File: src/rtl/lcrc_pkg.sv
`timescale 1ns/1ps
package lcrc_pkg;
  localparam int WORD_W   = 10;
  localparam int LN_W     = 11;
  localparam int CRC_W    = 18;
  localparam logic [CRC_W-1:0] CRC_POLY = 18'h00031;
  localparam int XYZ_H_BIT = 6;

  typedef enum logic [2:0] {
    POS_IDLE, POS_LN0, POS_LN1, POS_CRC0, POS_CRC1
  } pos_t;

  // Word classification for the word currently on the inputs
  typedef struct packed {
    logic sav_xyz;
    logic eav_xyz;
    logic ln0;
    logic ln1;
    logic crc0;
    logic crc1;
    logic accum;
  } slot_t;
endpackage

File: src/rtl/lcrc_chan.sv
`timescale 1ns/1ps
module lcrc_chan
  import lcrc_pkg::*;
#(
  parameter int W    = WORD_W,
  parameter int LNW  = LN_W,
  parameter int CW   = CRC_W,
  parameter logic [CW-1:0] POLY = CRC_POLY
) (
  input  logic           clk,
  input  logic           rst_q,
  input  logic           ce,
  input  logic [W-1:0]   word,
  input  slot_t          slot,
  output logic [LNW-1:0] ln,
  output logic           err,
  output logic [CW-1:0]  crc_run
);
  localparam int LO_W = 7;
  localparam int HI_W = LNW - LO_W;
  localparam int HALF = CW / 2;

  logic [CW-1:0]   crc_q, crc_n, crc_upd;
  logic [LO_W-1:0] ln_lo_q, ln_lo_n;
  logic [LNW-1:0]  ln_q, ln_n;
  logic [HALF-1:0] rx_lo_q, rx_lo_n;
  logic            lo_bad_q, lo_bad_n;
  logic            err_q, err_n;

  // one word through the LFSR, LSB first
  always_comb begin
    logic fb;
    crc_upd = crc_q;
    for (int i = 0; i < W; i++) begin
      fb      = crc_upd[CW-1] ^ word[i];
      crc_upd = {crc_upd[CW-2:0], 1'b0};
      if (fb) crc_upd = crc_upd ^ POLY;
    end
  end

  always_comb begin
    crc_n    = crc_q;
    ln_lo_n  = ln_lo_q;
    ln_n     = ln_q;
    rx_lo_n  = rx_lo_q;
    lo_bad_n = lo_bad_q;
    err_n    = err_q;
    if (ce) begin
      if (slot.sav_xyz)    crc_n = '0;
      else if (slot.accum) crc_n = crc_upd;
      if (slot.ln0) ln_lo_n = word[LO_W+1:2];
      if (slot.ln1) ln_n    = {word[HI_W+1:2], ln_lo_q};
      if (slot.crc0) begin
        rx_lo_n  = word[HALF-1:0];
        lo_bad_n = (word[HALF] == word[HALF-1]);
      end
      if (slot.crc1)
        err_n = lo_bad_q || (word[HALF] == word[HALF-1]) ||
                (crc_q != {word[HALF-1:0], rx_lo_q});
    end
  end

  always_ff @(posedge clk or negedge rst_q) begin
    if (!rst_q) begin
      crc_q    <= '0;
      ln_lo_q  <= '0;
      ln_q     <= '0;
      rx_lo_q  <= '0;
      lo_bad_q <= 1'b0;
      err_q    <= 1'b0;
    end else begin
      crc_q    <= crc_n;
      ln_lo_q  <= ln_lo_n;
      ln_q     <= ln_n;
      rx_lo_q  <= rx_lo_n;
      lo_bad_q <= lo_bad_n;
      err_q    <= err_n;
    end
  end

  assign ln      = ln_q;
  assign err     = err_q;
  assign crc_run = crc_q;
endmodule

File: config.mk
export PLATFORM = sky130hd
export DESIGN_NAME = lcrc_chan
export DESIGN_NICKNAME = d
export VERILOG_FILES = /design/src/rtl/lcrc_pkg.sv /design/src/rtl/lcrc_chan.sv
export SDC_FILE = /design/constraint.sdc
export NUM_CORES = 1
export LEC_CHECK = 0
export ABC_AREA = 0
export BUFFER_PORTS_ARGS = -buffer_cell sky130_fd_sc_hd__buf_4
export CAP_MARGIN = 10
export CORE_ASPECT_RATIO = 1.25
export CORE_MARGIN = 1.5
export CORE_UTILIZATION = 54
export CTS_CLUSTER_DIAMETER = 80
export DETAILED_ROUTE_END_ITERATION = 7
export PLACE_DENSITY = 0.84
export SYNTH_ARGS = -nofsm -noshare
export SYNTH_HDL_FRONTEND = slang
export SYNTH_SLANG_ARGS = --single-unit
File: constraint.sdc
create_clock -name clk -period 1.5 [get_ports clk]
set_clock_uncertainty 0.05 [all_clocks]
set_input_delay 0.075 -clock clk [delete_from_list [all_inputs] [get_ports clk]]
set_output_delay 0.075 -clock clk [all_outputs]
set_load 0.02 [all_outputs]
Word-level counts from Yosys, hierarchy flattened
Index checks and enable logic that the tools add are counted.
Cells by class
  equality and inequality tests: 2
  multiplexer cells: 12
  bitwise gates (word level): 20
  reductions and logical operators: 8
Operator list (number)
  $mux 6: 10
  $mux 18: 2
  $not 3->3: 10
  $ne 18x18->1: 1
  $reduce_and 2->1: 5
  $xor 1x1->1: 10
  $logic_or 1x1->1: 2
  $reduce_bool 2->1: 1
  $eq 1x1->1: 1
Storage, ports and cells
  flip-flop bits (word level): 47
  output and inout port bits: 30
  logic and storage cells: 48

Longest topological paths before layout
  depth after elaboration: 22
  depth in mapped cells: 5
  gate-level depth less buffers: 4

Least setup slack after synthesis
OpenSTA, ideal clock, no wires.
  path kind: register to register
  start point: reg crc_q[14] (netlist: crc_run[14])
  end point: reg crc_q[6] (netlist: crc_run[6])
  arrival: 1237 ps
  setup slack: 117 ps
  cell stages (with the launch flop): 5
  cells stage by stage: dfrtp_1 xor2_1 xnor2_1 xnor2_1 o31ai_1
Between the ends
  longest elaborated chain between the ends: 11
RTL lines
  start, declared: line lcrc_chan.sv:23  | logic [CW-1:0] crc_q, crc_n, crc_upd;
  start signal, assigned: line lcrc_chan.sv:72  | crc_q <= crc_n;
  $xor 1x1->1 (*): line lcrc_chan.sv:35  | fb = crc_upd[CW-1] ^ word[i];
  $mux 6 (*) (4 in a row): line lcrc_chan.sv:37  | if (fb) crc_upd = crc_upd ^ POLY;
  $not 3->3 (no line)
  $mux 6 (*): line lcrc_chan.sv:37
  $not 3->3 (no line)
  $mux 6 (*): line lcrc_chan.sv:37
  $mux 18 (*): line lcrc_chan.sv:50  | else if (slot.accum) crc_n = crc_upd;
  $mux 18 (*): line lcrc_chan.sv:49  | if (slot.sav_xyz) crc_n = '0;
Every way passes the cells marked *; elsewhere a longest branch is shown, timed or not. The select of a mux whose other input is x is not followed.
A chain may end at the register's enable or synchronous reset.

Worst setup path in the final report
  start point: reg crc_q[8] (netlist: crc_run[8])
  end point: reg crc_q[4] (netlist: crc_run[4])
Between the ends
  longest elaborated chain between the ends: 4
RTL lines (line)
  $xor 1x1->1: lcrc_chan.sv:35
  $mux 6: lcrc_chan.sv:37
  $mux 18: lcrc_chan.sv:50
  $mux 18: lcrc_chan.sv:49
No other way between the ends. The select of a mux whose other input is x is not followed.

==> flow_summary_export.csv <==
group,metric,value,unit
outcome,status,"finished, final reports clean",
global_route,grt_max_degree,48,
yosys,synth_top_area_cell,"dfrtp_1",
setup_path,cp.arrival,1.53,ns
sta,setup_violations,0,
setup_path,cp_top_family,"XOR/XNOR gates",
placed_design,dp_hpwl,3.46,mm
route,wl_per_cell,15.8,um
floorplanning,core,4070,um2
yosys,yosys-top-cells-area,"dfrtp_1 (51%), mux2_2 (13%), xnor2_1 (12%)",
floorplanning,die_area,4650,um2
cts,postCtsSetupRepairBufs,0,
setup_path,max_stage_delay,0.40,ns
setup_path,end_kind,"flop",
floorplanning,ios,50,
sta,period_needed,1.39,ns
floorplanning,start_util,56.3,%
yosys,ys_seq_area_share,51.3,%
setup_path,rr_startpoint,"crc_run[8]",
floorplanning,die_y,75.8,um
sta,max_clock_freq,718,MHz
yosys,synth_nets,208,
power,leakagePower,0.00128,uW
global_route,gr-total-overflow,0,
placed_design,routabilityCongestion,0.866,
setup_path,cp_max_fo,2,
layout,n_fill_cell,283,
setup_path,slowest_stage,"dfrtp_1",
setup_path,critPathLaunchType,"flop",
placed_design,dp_slack,0.0892,ns
setup_path,path_class,"flop to flop",
sta,rsz0062_at_grt,"false",
sta,fin_ws,0.107,ns
yosys,synth_cell_types,22,
route,ant_nets,0,
cts,tritoncts,"yes",
sta,hold_slack,0.00657,ns
route,via_count,1588,
layout,antennaDiodeCount,0,
hold_path,min-delay-start,"word[4]",
global_route,grt_pass1_vias,1556,
setup_path,crit_start,"crc_run[8]",
layout,area.growth.synth_to_final,27.0,%
route,via_per_inst,5.26,
global_route,grt_pass1_wl,7.56,mm
power,cellPowerDensity,1710,nW/um2
yosys,postSynthAreaPerCell,12.2,um2
setup_path,worstPathRequired,1.64,ns
layout,final_cell_count_no_fill,302,
global_route,gr-usage-all-layers,22.9,%
sta,hold_violations,0,
cts,clock_sinks,47,
cts,clock_latency,0.30,ns
yosys,ys_warn_count,0,
setup_path,cp_cell_sequence,"xnor2_1 -> buf_4 -> xor2_1 -> o31ai_1",
cts,cts_buffers,5,
sta,fin_crit_sh,92.9,%
placed_design,io_buffers,48,
sta,worst_slew_pin_slew,0.576,ns
cts,root_buffer,"clkbuf_8",
cts,path_clk_slew,0.09,ns
floorplanning,die_width,61.3,um
yosys,syn_area,2290,um2
hold_path,hp-class,"input pin to flop",
global_route,antenna_found_initial,0,
yosys,synth_top_area_share,51.3,%
yosys,ys_ff_latch,47,
placed_design,dp_cells,291,
power,peakVddDrop,0.866,mV
route,drt-total-wl,4.77,mm
layout,drive_above_1_share,40.7,%
cts,clockBufferDepth,2,
setup_path,crit_buf_inv,1,
cts,htree_levels,2,
route,detail_route.iter0.violations,91,
layout,fin_nets,265,
route,dr.pass1.iters,4,
yosys,synth_cells,188,
sta,tns,0,ns
route,drc,0,
sta,relSlewSlack,61.6,%
flow_run,drv_cap,0,
floorplanning,rows,26,
sta,drv_slew,0,
[repair_timing]
item / in CTS / in global routing
hold endpoints to repair: 50 / 0
resized for setup: 0 / 2
hold buffers: 3 / 0
setup endpoints to repair: 0 / 2
[stage by stage]
step / instance area [um2] / utilization (%) / power (uW)
3_3_place_gp: 2750 / 67.7 / 3990
5_1_grt: 2910 / 71.5 / 5270
6_report: 2910 / 71.5 / 4980
4_1_cts: 2890 / 71.2 / 4990
2_1_floorplan: 2290 / - / 3210
3_5_place_dp: 2750 / 67.7 / 4040
[path summary, 6_finish.rpt]
path | to | slack (ns) | depth (start not counted)
setup reg to reg | crc_run[4] | 0.11 | 4
hold reg to reg | lo_bad_q | 0.45 | 2
min in group asynchronous | ln[9] | 0.26 | 2
max in group asynchronous | crc_run[17] | 0.74 | 2
hold / removal | ln[9] | 0.007 | 2
setup / recovery | crc_run[4] | 0.11 | 4
[layout make-up]
class | count | area, um2 | area share (%)
Clock inverter | 3 | 43.8 | 1.51
Sequential cell | 47 | 1180 | 40.4
Multi-Input combinational cell | 133 | 1090 | 37.6
Timing Repair Buffer | 58 | 455 | 15.7
Tap cell | 56 | 70.1 | 2.41
Clock buffer | 5 | 68.8 | 2.37
[report_power, final]
group	internal [uW]	leakage [uW]	switching, uW
Combinational	1080	0.000649	1090
Clock	496	0.0000581	435
Sequential	1560	0.000575	326
[worst register-to-register path: stages (launching register included)]
cell and delay [ns]:
dfrtp_1 0.40, xnor2_1 0.37, buf_4 0.20, xor2_1 0.19, o31ai_1 0.08
[sequential cells by signal, summed over array words and instances (netlist names)]
register,flops
crc_run,18
err,1
ln,11
ln_lo_q,7
lo_bad_q,1
rx_lo_q,9
[synth_stat cells, drive strengths merged]
library cell / count
nand2b: 5
clkbuf: 4
a21oi: 2
o31ai: 13
nand2: 22
a31oi: 1
nand3: 1
nor4: 1
o21ai: 7
xnor2: 32
xor2: 15
and3b: 1
mux2: 27
nor3: 2
nor2: 1
dfrtp: 47
nand4: 3
buf: 4
[layer usage]
layer  global-route usage [%]  up-vias  wire (um)
li1                         -      756          -
met1                     28.3      761       1940
met2                     37.9       57       2470
met3                     4.75       14        235
met4                     10.6        0        134
met5                        0        -          0
[kinds of logic (layout without fill, tap and decap cells)]
logic type / Yosys count / count (layout) / synth area share [%]
AND/OR/NAND/NOR: 36 / 36 / 7.26
AO/OA/AOI/OAI: 23 / 23 / 7.32
multiplexers: 27 / 27 / 13.3
flip-flops: 47 / 47 / 51.3
buffers and inverters: 8 / 66 / 1.53
XOR/XNOR: 47 / 47 / 19.3
[cell usage in the layout (no fill, tap or decap), types with 2 or more instances in the layout]
master	count
a21oi_1	2
buf_4	54
clkbuf_8	5
dfrtp_1	47
dlygate4sd3_1	3
mux2_2	27
nand2_1	22
nand2b_1	5
nand4_1	3
nor3_1	2
o21ai_0	6
o31ai_1	10
o31ai_2	3
xnor2_1	30
xnor2_2	2
xor2_1	11
xor2_2	4
Note: power is estimated with default switching activity, not from simulation.
